==> config.mk <==
export PLATFORM = sky130hd
export DESIGN_NAME = tsd_frame_decoder
export DESIGN_NICKNAME = d
export VERILOG_FILES = /design/src/rtl/tsd_pkg.sv /design/src/rtl/tsd_run_meter.sv /design/src/rtl/tsd_len_class.sv /design/src/rtl/tsd_sym_decode.sv /design/src/rtl/tsd_frame_decoder.sv
export SDC_FILE = /design/constraint.sdc
export NUM_CORES = 1
export LEC_CHECK = 0
export BUFFER_PORTS_ARGS = -buffer_cell sky130_fd_sc_hd__buf_4
export CAP_MARGIN = 10
export CORE_ASPECT_RATIO = 1.4
export CORE_MARGIN = 8
export CORE_UTILIZATION = 55
export DETAILED_ROUTE_END_ITERATION = 7
export GPL_TIMING_DRIVEN = 1
export PLACE_DENSITY_LB_ADDON = 0.25
export SLEW_MARGIN = 20
export SYNTH_ARGS = -nofsm -noshare
export SYNTH_HDL_FRONTEND = slang
export SYNTH_HIERARCHICAL = 1
export SYNTH_SLANG_ARGS = --single-unit
==> constraint.sdc <==
create_clock -name clk_i -period 2.6 [get_ports clk_i]
set_clock_uncertainty 0.05 [all_clocks]
set_input_delay 0.52 -clock clk_i [delete_from_list [all_inputs] [get_ports clk_i]]
set_output_delay 0.52 -clock clk_i [all_outputs]
set_load 0.005 [all_outputs]
==> src/rtl/tsd_pkg.sv <==
package tsd_pkg;
  typedef enum logic [1:0] {LEN_SHORT = 2'd0, LEN_LONG = 2'd1, LEN_BAD = 2'd2} len_cls_e;
  typedef enum logic [1:0] {SYM_ZERO = 2'b00, SYM_ONE = 2'b01, SYM_FLOAT = 2'b10} sym_code_e;
  typedef enum logic [2:0] {ST_IDLE, ST_MARK0, ST_SPACE0, ST_MARK1, ST_SPACE1} dec_state_e;
endpackage

==> src/rtl/tsd_run_meter.sv <==
module tsd_run_meter #(
  parameter int unsigned LEN_MAX = 16,
  parameter int unsigned LEN_W   = $clog2(LEN_MAX + 2)
) (
  input  logic             clk_i,
  input  logic             rst_ni,
  input  logic             tick_i,
  input  logic             data_i,
  output logic             run_end_o,
  output logic             run_lvl_o,
  output logic [LEN_W-1:0] run_len_o,
  output logic             over_o
);
  localparam logic [LEN_W-1:0] LenSat = LEN_W'(LEN_MAX + 1);

  logic             lvl_q;
  logic [LEN_W-1:0] len_q;

  assign run_end_o = tick_i && (data_i != lvl_q);
  assign over_o    = tick_i && (data_i == lvl_q) && (len_q == LEN_W'(LEN_MAX));
  assign run_lvl_o = lvl_q;
  assign run_len_o = len_q;

  // saturate so an endless run reports overflow once
  always_ff @(posedge clk_i or negedge rst_ni) begin
    if (!rst_ni) begin
      lvl_q <= 1'b0;
      len_q <= LenSat;
    end else if (tick_i) begin
      if (data_i != lvl_q) begin
        lvl_q <= data_i;
        len_q <= LEN_W'(1);
      end else if (len_q != LenSat) begin
        len_q <= len_q + LEN_W'(1);
      end
    end
  end

  AST_HOLD_NO_TICK: assert property (@(posedge clk_i) disable iff (!rst_ni)
    !tick_i |=> ($stable(len_q) && $stable(lvl_q)));
  AST_OVER_ONCE: assert property (@(posedge clk_i) disable iff (!rst_ni)
    over_o |=> !over_o);
endmodule

==> src/rtl/tsd_len_class.sv <==
module tsd_len_class
  import tsd_pkg::*;
#(
  parameter int unsigned MIN_SHORT = 2,
  parameter int unsigned MIN_LONG  = 8,
  parameter int unsigned MAX_LONG  = 16,
  parameter int unsigned LEN_W     = $clog2(MAX_LONG + 2)
) (
  input  logic [LEN_W-1:0] len_i,
  output len_cls_e         cls_o
);
  always_comb begin
    if (len_i < LEN_W'(MIN_SHORT) || len_i > LEN_W'(MAX_LONG)) cls_o = LEN_BAD;
    else if (len_i < LEN_W'(MIN_LONG))                          cls_o = LEN_SHORT;
    else                                                        cls_o = LEN_LONG;
  end
endmodule

==> src/rtl/tsd_sym_decode.sv <==
module tsd_sym_decode
  import tsd_pkg::*;
(
  input  len_cls_e  first_i,
  input  len_cls_e  second_i,
  output sym_code_e code_o,
  output logic      valid_o
);
  always_comb begin
    code_o  = SYM_ZERO;
    valid_o = 1'b1;
    unique case ({first_i, second_i})
      {LEN_SHORT, LEN_SHORT}: code_o = SYM_ZERO;
      {LEN_LONG,  LEN_LONG }: code_o = SYM_ONE;
      {LEN_SHORT, LEN_LONG }: code_o = SYM_FLOAT;
      default:                valid_o = 1'b0;
    endcase
  end
endmodule

==> src/rtl/tsd_frame_decoder.sv <==
module tsd_frame_decoder
  import tsd_pkg::*;
#(
  parameter int unsigned N_SYM     = 12,
  parameter int unsigned MIN_SHORT = 2,
  parameter int unsigned MIN_LONG  = 8,
  parameter int unsigned MAX_LONG  = 16
) (
  input  logic               clk_i,
  input  logic               rst_ni,
  input  logic               tick_i,
  input  logic               data_i,
  output logic [2*N_SYM-1:0] sym_o,
  output logic               frame_valid_o,
  output logic               err_o
);
  localparam int unsigned LEN_W = $clog2(MAX_LONG + 2);
  localparam int unsigned CNT_W = $clog2(N_SYM + 1);

  logic             run_end, run_lvl, over;
  logic [LEN_W-1:0] run_len;
  len_cls_e         run_cls;
  sym_code_e        dec_code;
  logic             dec_ok;

  dec_state_e         state_q, state_d;
  logic [CNT_W-1:0]   nsym_q, nsym_d;
  len_cls_e           first_q, first_d, second_q, second_d;
  logic [2*N_SYM-1:0] work_q, work_d, sym_q, sym_d;
  logic               valid_q, valid_d, err_q, err_d;

  tsd_run_meter #(.LEN_MAX(MAX_LONG), .LEN_W(LEN_W)) u_meter (
    .clk_i, .rst_ni, .tick_i, .data_i,
    .run_end_o(run_end), .run_lvl_o(run_lvl), .run_len_o(run_len), .over_o(over)
  );

  tsd_len_class #(.MIN_SHORT(MIN_SHORT), .MIN_LONG(MIN_LONG), .MAX_LONG(MAX_LONG),
                  .LEN_W(LEN_W)) u_class (.len_i(run_len), .cls_o(run_cls));

  tsd_sym_decode u_sym (.first_i(first_q), .second_i(second_q),
                        .code_o(dec_code), .valid_o(dec_ok));

  always_comb begin
    state_d  = state_q;
    nsym_d   = nsym_q;
    first_d  = first_q;
    second_d = second_q;
    work_d   = work_q;
    sym_d    = sym_q;
    valid_d  = 1'b0;
    err_d    = 1'b0;
    unique case (state_q)
      ST_IDLE: if (run_end && !run_lvl) begin
        state_d = ST_MARK0;
        nsym_d  = '0;
      end
      ST_MARK0, ST_MARK1: begin
        if (over) begin
          err_d   = 1'b1;
          state_d = ST_IDLE;
        end else if (run_end) begin
          if (run_cls == LEN_BAD) begin
            err_d   = 1'b1;
            state_d = ST_IDLE;
          end else if (state_q == ST_MARK0) begin
            first_d = run_cls;
            state_d = ST_SPACE0;
          end else begin
            second_d = run_cls;
            state_d  = ST_SPACE1;
          end
        end
      end
      ST_SPACE0: begin
        if (over) begin
          // long space after a short mark closes the frame
          if (first_q == LEN_SHORT && nsym_q == CNT_W'(N_SYM)) begin
            valid_d = 1'b1;
            sym_d   = work_q;
          end else begin
            err_d = 1'b1;
          end
          state_d = ST_IDLE;
        end else if (run_end) begin
          if (run_cls == LEN_BAD) begin
            err_d   = 1'b1;
            state_d = ST_IDLE;
          end else begin
            state_d = ST_MARK1;
          end
        end
      end
      ST_SPACE1: begin
        if (over) begin
          err_d   = 1'b1;
          state_d = ST_IDLE;
        end else if (run_end) begin
          if (run_cls == LEN_BAD || !dec_ok || nsym_q == CNT_W'(N_SYM)) begin
            err_d   = 1'b1;
            state_d = ST_IDLE;
          end else begin
            for (int k = 0; k < N_SYM; k++) begin
              if (nsym_q == CNT_W'(k)) work_d[2*k +: 2] = dec_code;
            end
            nsym_d  = nsym_q + CNT_W'(1);
            state_d = ST_MARK0;
          end
        end
      end
      default: state_d = ST_IDLE;
    endcase
  end

  always_ff @(posedge clk_i or negedge rst_ni) begin
    if (!rst_ni) begin
      state_q  <= ST_IDLE;
      nsym_q   <= '0;
      first_q  <= LEN_SHORT;
      second_q <= LEN_SHORT;
      work_q   <= '0;
      sym_q    <= '0;
      valid_q  <= 1'b0;
      err_q    <= 1'b0;
    end else begin
      state_q  <= state_d;
      nsym_q   <= nsym_d;
      first_q  <= first_d;
      second_q <= second_d;
      work_q   <= work_d;
      sym_q    <= sym_d;
      valid_q  <= valid_d;
      err_q    <= err_d;
    end
  end

  assign sym_o         = sym_q;
  assign frame_valid_o = valid_q;
  assign err_o         = err_q;

  AST_VALID_ONE_CYCLE: assert property (@(posedge clk_i) disable iff (!rst_ni)
    frame_valid_o |=> !frame_valid_o);
  AST_VALID_FROM_SYNC: assert property (@(posedge clk_i) disable iff (!rst_ni)
    $rose(frame_valid_o) |-> $past(state_q) == ST_SPACE0);
  AST_VALID_NOT_ERR: assert property (@(posedge clk_i) disable iff (!rst_ni)
    !(frame_valid_o && err_o));
  AST_NSYM_LIMIT: assert property (@(posedge clk_i) disable iff (!rst_ni)
    nsym_q <= CNT_W'(N_SYM));
  AST_SYM_HOLD: assert property (@(posedge clk_i) disable iff (!rst_ni)
    !frame_valid_o |-> $stable(sym_o));
endmodule

; Yosys cells after proc, flatten, opt, wreduce, memory -nomap -nowiden
; Cells that the tools add are included.
[op_classes]
add_sub_neg = 2
magnitude_cmp = 3
eq_ne = 30
mux = 35
bitwise_logic = 4
reduce_logical = 37
[op_table]
columns = cell, count
row1 = $reduce_and A5 Y1, 15
row2 = $mux W3, 9
row3 = $eq A4 B3 Y1 const B, 5
row4 = $eq A4 B4 Y1 const B, 5
row5 = $mux W4, 4
row6 = $mux W1, 14
row7 = $pmux W3 S4, 1
row8 = $mux W5, 2
row9 = $ne A3 B3 Y1 const B, 3
row10 = $eq A4 B1 Y1 const B, 2
row11 = $eq A4 B2 Y1 const B, 2
row12 = $logic_not A4 Y1, 2
row13 = $ne A2 B2 Y1 const B, 4
row14 = $pmux W4 S2, 1
row15 = $eq A3 B2 Y1 const B, 2
row16 = $add A5 B1 Y5 const B, 1
row17 = $eq A5 B5 Y1 const B, 1
row18 = $gt A5 B5 Y1 const B, 1
row19 = $logic_and A1 B1 Y1, 5
row20 = $lt A5 B2 Y1 const B, 1
row21 = $lt A5 B4 Y1 const B, 1
row22 = $ne A5 B5 Y1 const B, 1
row23 = $add A4 B1 Y4 const B, 1
row24 = $mux W2, 2
row25 = other kinds (18), 26
[totals]
register_bits = 67
input_bits = 4
word_cells = 132

; Logic depth before layout (Yosys ltp)
[depth]
word_depth = 10
depth_mapped = 9

; Cells and area by module
; Netlist, hierarchy kept.
[modules_own_cells]
columns = module, instances, cells_each, area_each_um2, seq_area_each_um2
row1 = tsd_frame_decoder, 1, 201, 2867.8, 1526.5
row2 = tsd_run_meter, 1, 36, 379.1, 152.6
row3 = tsd_len_class, 1, 4, 40.0, 0.0
row4 = tsd_sym_decode, 1, 5, 37.5, 0.0

; Least setup slack after synthesis
; Ideal clock, no wire load.
[synth_timing]
path_kind = register to register
from = register u_meter.len_q[0], in the netlist u_meter/run_len_o[0]
to = register work_q[22]
setup_time_ns = 0.128
arrival_time_ns = 2.086
required_time_ns = 2.422
setup_slack_ns = 0.336
path_stages_with_launch = 10
path_buffers = 1
synth_period_minus_slack_ns = 2.264
path_cell_list = dfstp_2 -> inv_1 -> ha_1 -> nand4b_1 -> nor2_1 -> nor2b_1 -> nand4b_4 -> buf_6 -> nor4_4 -> mux2_1
[synth_lines]
columns = element, line_no
row1 = from (decl), tsd_run_meter.sv:17  ; logic [LEN_W-1:0] len_q;
row2 = from (signal assigned), tsd_run_meter.sv:28  ; len_q <= LenSat;
row3 = from (signal assigned), tsd_run_meter.sv:34  ; len_q <= len_q + LEN_W'(1);
row4 = $eq A5 B5 Y1, tsd_run_meter.sv:20  ; assign over_o = tick_i && (data_i == lvl_q) && (len_q == LEN_W'(LEN_MAX));
row5 = $logic_and A1 B1 Y1, tsd_run_meter.sv:20
row6 = via over, tsd_frame_decoder.sv:20  ; logic run_end, run_lvl, over;
row7 = $not A1 Y1 (no source line), -
row8 = $reduce_and A5 Y1 (no source line), -
row9 = to (signal assigned), tsd_frame_decoder.sv:129  ; work_q <= work_d;
row10 = to (decl), tsd_frame_decoder.sv:29  ; logic [2*N_SYM-1:0] work_q, work_d, sym_q, sym_d;
; The timed path passes the listed nets, and every way through them passes these cells.
; A chain may end at the register's enable or synchronous reset.

; Worst setup path in the final report
[layout_timing]
from = register u_meter.len_q[0], in the netlist u_meter/run_len_o[0]
to = register work_q[6]
; The elaborated chain is that of the path after synthesis.

==> impl_metrics.py <==
metrics = {
    "status": {
        "status": "complete, no violations",
    },
    "min_path": {
        "hold_path.class": "in2async",
    },
    "logic_synthesis": {
        "synth.distinct_cells": 53,
        "synth_edf_count": 0,
        "syn_nets": 257,
        "async_reset_ff_frac": 1.00,
        "yosys_warnings": 6,
        "yosys_register_bits": 67,
        "syn_avg_cell_area_um2": 13.5,
        "synthCells": 246,
        "ys.flop_type": "dfrtp_1",
        "synth_area_um2": 3320,
        "ys_seq_area_frac": 0.505,
    },
    "timing": {
        "fmax_mhz": 404,
        "max_slew_margin": 0.456,
        "min_period_over_period": 0.953,
        "slew_violations": 0,
        "fin_ws_ns": 0.122,
        "hold_violations": 0,
        "rsz0062_at_grt": "false",
        "finalSetupViolCount": 0,
        "whs_ns": 0.221,
        "period_needed_ns": 2.48,
        "fin_setup_tns_ns": 0,
        "worstMarginPinSlew_ns": 0.816,
    },
    "critical_path": {
        "cp-end-kind": "flop",
        "critPathLaunchType": "flop",
        "path_class": "reg2reg",
        "crit_chain": "inv_1, ha_1, nand4b_1, nor2_1, nor2b_1, nand4b_4, buf_12, nor4_4, mux2_1",
        "cp_data_arrival_time_ns": 2.64,
        "cp_max_fo": 8,
        "cpPeakStageDelay_ns": 0.57,
        "required_ns": 2.76,
        "cp_slowest_cell": "dfstp_2",
    },
    "routing": {
        "drt_pass1_iterations": 4,
        "vias_per_cell": 5.62,
        "drc": 0,
        "top_layer": "met4",
        "dr_wl_met2_um": 3070,
        "postRouteAntennaNets": 0,
        "wl_um": 5830,
        "drt_iter0_markers": 69,
        "num_vias": 2035,
        "routed-wl-met3_um": 292,
        "wl_per_cell_um": 16.1,
        "met1_length_um": 2340,
    },
    "floorplanning": {
        "top_level_ports": 30,
        "rows": 33,
        "dieArea_um2": 8820,
        "core_area_um2": 5860,
        "die_w_um": 81.7,
        "die_height_um": 108,
        "initial_core_util": 0.567,
    },
    "cts": {
        "cts_hold_buf": 0,
        "cts_setup_buffers": 0,
        "clk_latency_ns": 0.34,
        "cts_tree": "done",
        "cts_max_level": 3,
        "cts.sinks": 67,
        "numCtsBuffers": 9,
        "ctsRootBufferMaster": "clkbuf_8",
        "cts_resized": 0,
        "clk_pin_slew_ns": 0.07,
        "cts.path.max_buffers": 2,
    },
    "cells_and_area": {
        "layout-drive-gt1-share": 0.312,
        "num_antenna_cells": 0,
        "area_delta_synth_final_pct": 17.0,
        "nets": 298,
        "nFillCells": 438,
    },
    "grt": {
        "grt_antenna_before_repair": 0,
        "grt_pass1_vias": 2079,
        "grt-ovfl-total": 0,
        "grt_max_degree": 68,
        "grt_pass1_wl_um": 9990,
        "grt_usage": 0.147,
    },
    "placed_design": {
        "dpl.hpwl_um": 4160,
        "place_ws_ns": 0.119,
        "portBuffers": 29,
        "place_congestion": 0.822,
    },
    "power_and_ir_drop": {
        "powerDensity_nw_per_um2": 692,
        "peakVddDrop_v": 0.000532,
        "p_leak_uw": 0.00190,
    },
    "job": {
        "cap_violations": 0,
    },
}
-- cell usage in the layout (no fill, tap or decap), types with 2 or more instances in the layout --
cell type / instances
a221o_1: 2
a22o_1: 5
buf_4: 41
clkbuf_1: 2
clkbuf_8: 12
dfrtp_1: 65
dfstp_2: 2
ha_1: 7
inv_1: 6
inv_2: 2
mux2_1: 47
mux2_2: 5
mux2_4: 4
mux2i_1: 3
nand2_1: 12
nand2b_1: 3
nand3_1: 8
nor2_1: 5
nor2b_1: 4
nor3_1: 3
nor3_2: 2
nor3b_1: 2
nor4_2: 2
nor4_4: 8
o21ai_0: 4
o221ai_1: 2
o31ai_1: 3
or3_1: 2
or3_4: 2
-- critical path, delay by kind of cell (launching register included) --
kind	cells	cell delay (ns)
and+or+nand+nor	5	0.90
muxes	1	0.36
buffers and inverters	2	0.27
DFF	1	0.57
adders and majority gates	1	0.20
-- logic make-up after synthesis --
| family | synth area share |
|---|---|
| AND/OR/NAND/NOR | 0.176 |
| flip-flops | 0.505 |
| multiplexers | 0.203 |
| AO/OA/AOI/OAI | 0.0557 |
| buffers and inverters | 0.0263 |
| adder cells (fa/ha/maj) | 0.0263 |
| XOR/XNOR | 0.00753 |
-- cell type report --
cell class	instances	area, µm²	area share
Tap cell	70	87.6	0.0225
Timing Repair Buffer	42	328	0.0843
Clock buffer	14	173	0.0444
Sequential cell	67	1680	0.432
Multi-Input combinational cell	159	1560	0.400
Inverter	8	30.0	0.00772
Clock inverter	2	35.0	0.00901
-- per-layer routing --
metal | vias to the layer above | GRT usage
met3 | 11 | 0.0407
met4 | 0 | 0.0756
li1 | 975 | -
met5 | - | 0
met1 | 1015 | 0.161
met2 | 34 | 0.252
-- power breakdown --
part           internal [µW]  switching, µW  total (µW)
Clock                    521            362         883
Combinational            240            329         568
Sequential              1120            116        1240
-- synth_stat cells (4+ instances only) --
cell type | n | share of area
clkbuf_1 | 7 | 0.0079
mux2_4 | 4 | 0.018
nor4_4 | 8 | 0.051
a22o_1 | 5 | 0.013
dfrtp_1 | 65 | 0.49
inv_1 | 6 | 0.0068
nand2_1 | 12 | 0.014
o21ai_0 | 4 | 0.0060
mux2_1 | 47 | 0.16
nand3_1 | 8 | 0.012
mux2_2 | 5 | 0.017
nor2b_1 | 4 | 0.0075
ha_1 | 7 | 0.026
nor2_1 | 5 | 0.0056
buf_2 | 4 | 0.0060
-- per-stage QoR --
| stage | total power [µW] | util | cells | area, µm² |
|---|---|---|---|---|
| finish | 2690 | 0.663 | 362 | 3890 |
| global route | 2840 | 0.663 | 362 | 3890 |
| CTS | 2720 | 0.663 | 362 | 3890 |
| detailed placement | 1820 | 0.628 | 346 | 3680 |
| global placement | 1810 | 0.628 | 346 | 3680 |
| floorplan | 1650 | - | 246 | 3320 |
-- state kept, by name, summed over array words and instances, names as in the netlist --
name / cells
sym_o: 24
frame_valid_o: 1
nsym_q: 4
first_q: 2
second_q: 2
u_meter/run_lvl_o: 1
err_o: 1
state_q: 3
u_meter/run_len_o: 5
work_q: 24
-- final timing paths --
check / startpoint / endpoint / slack [ns] / cells past startpoint
worst max-delay path: u_meter/run_len_o[0] / work_q[6] / 0.12 / 9
worst min-delay path: rst_ni / sym_o[2] / 0.22 / 1
worst max register to register: u_meter/run_len_o[0] / work_q[6] / 0.12 / 9
worst min register to register: work_q[0] / sym_o[0] / 0.43 / 1
max in group asynchronous: rst_ni / err_o / 1.74 / 1
min in group clk_i: data_i / u_meter/run_lvl_o / 0.41 / 2
Power figures use the tool's default switching activity.
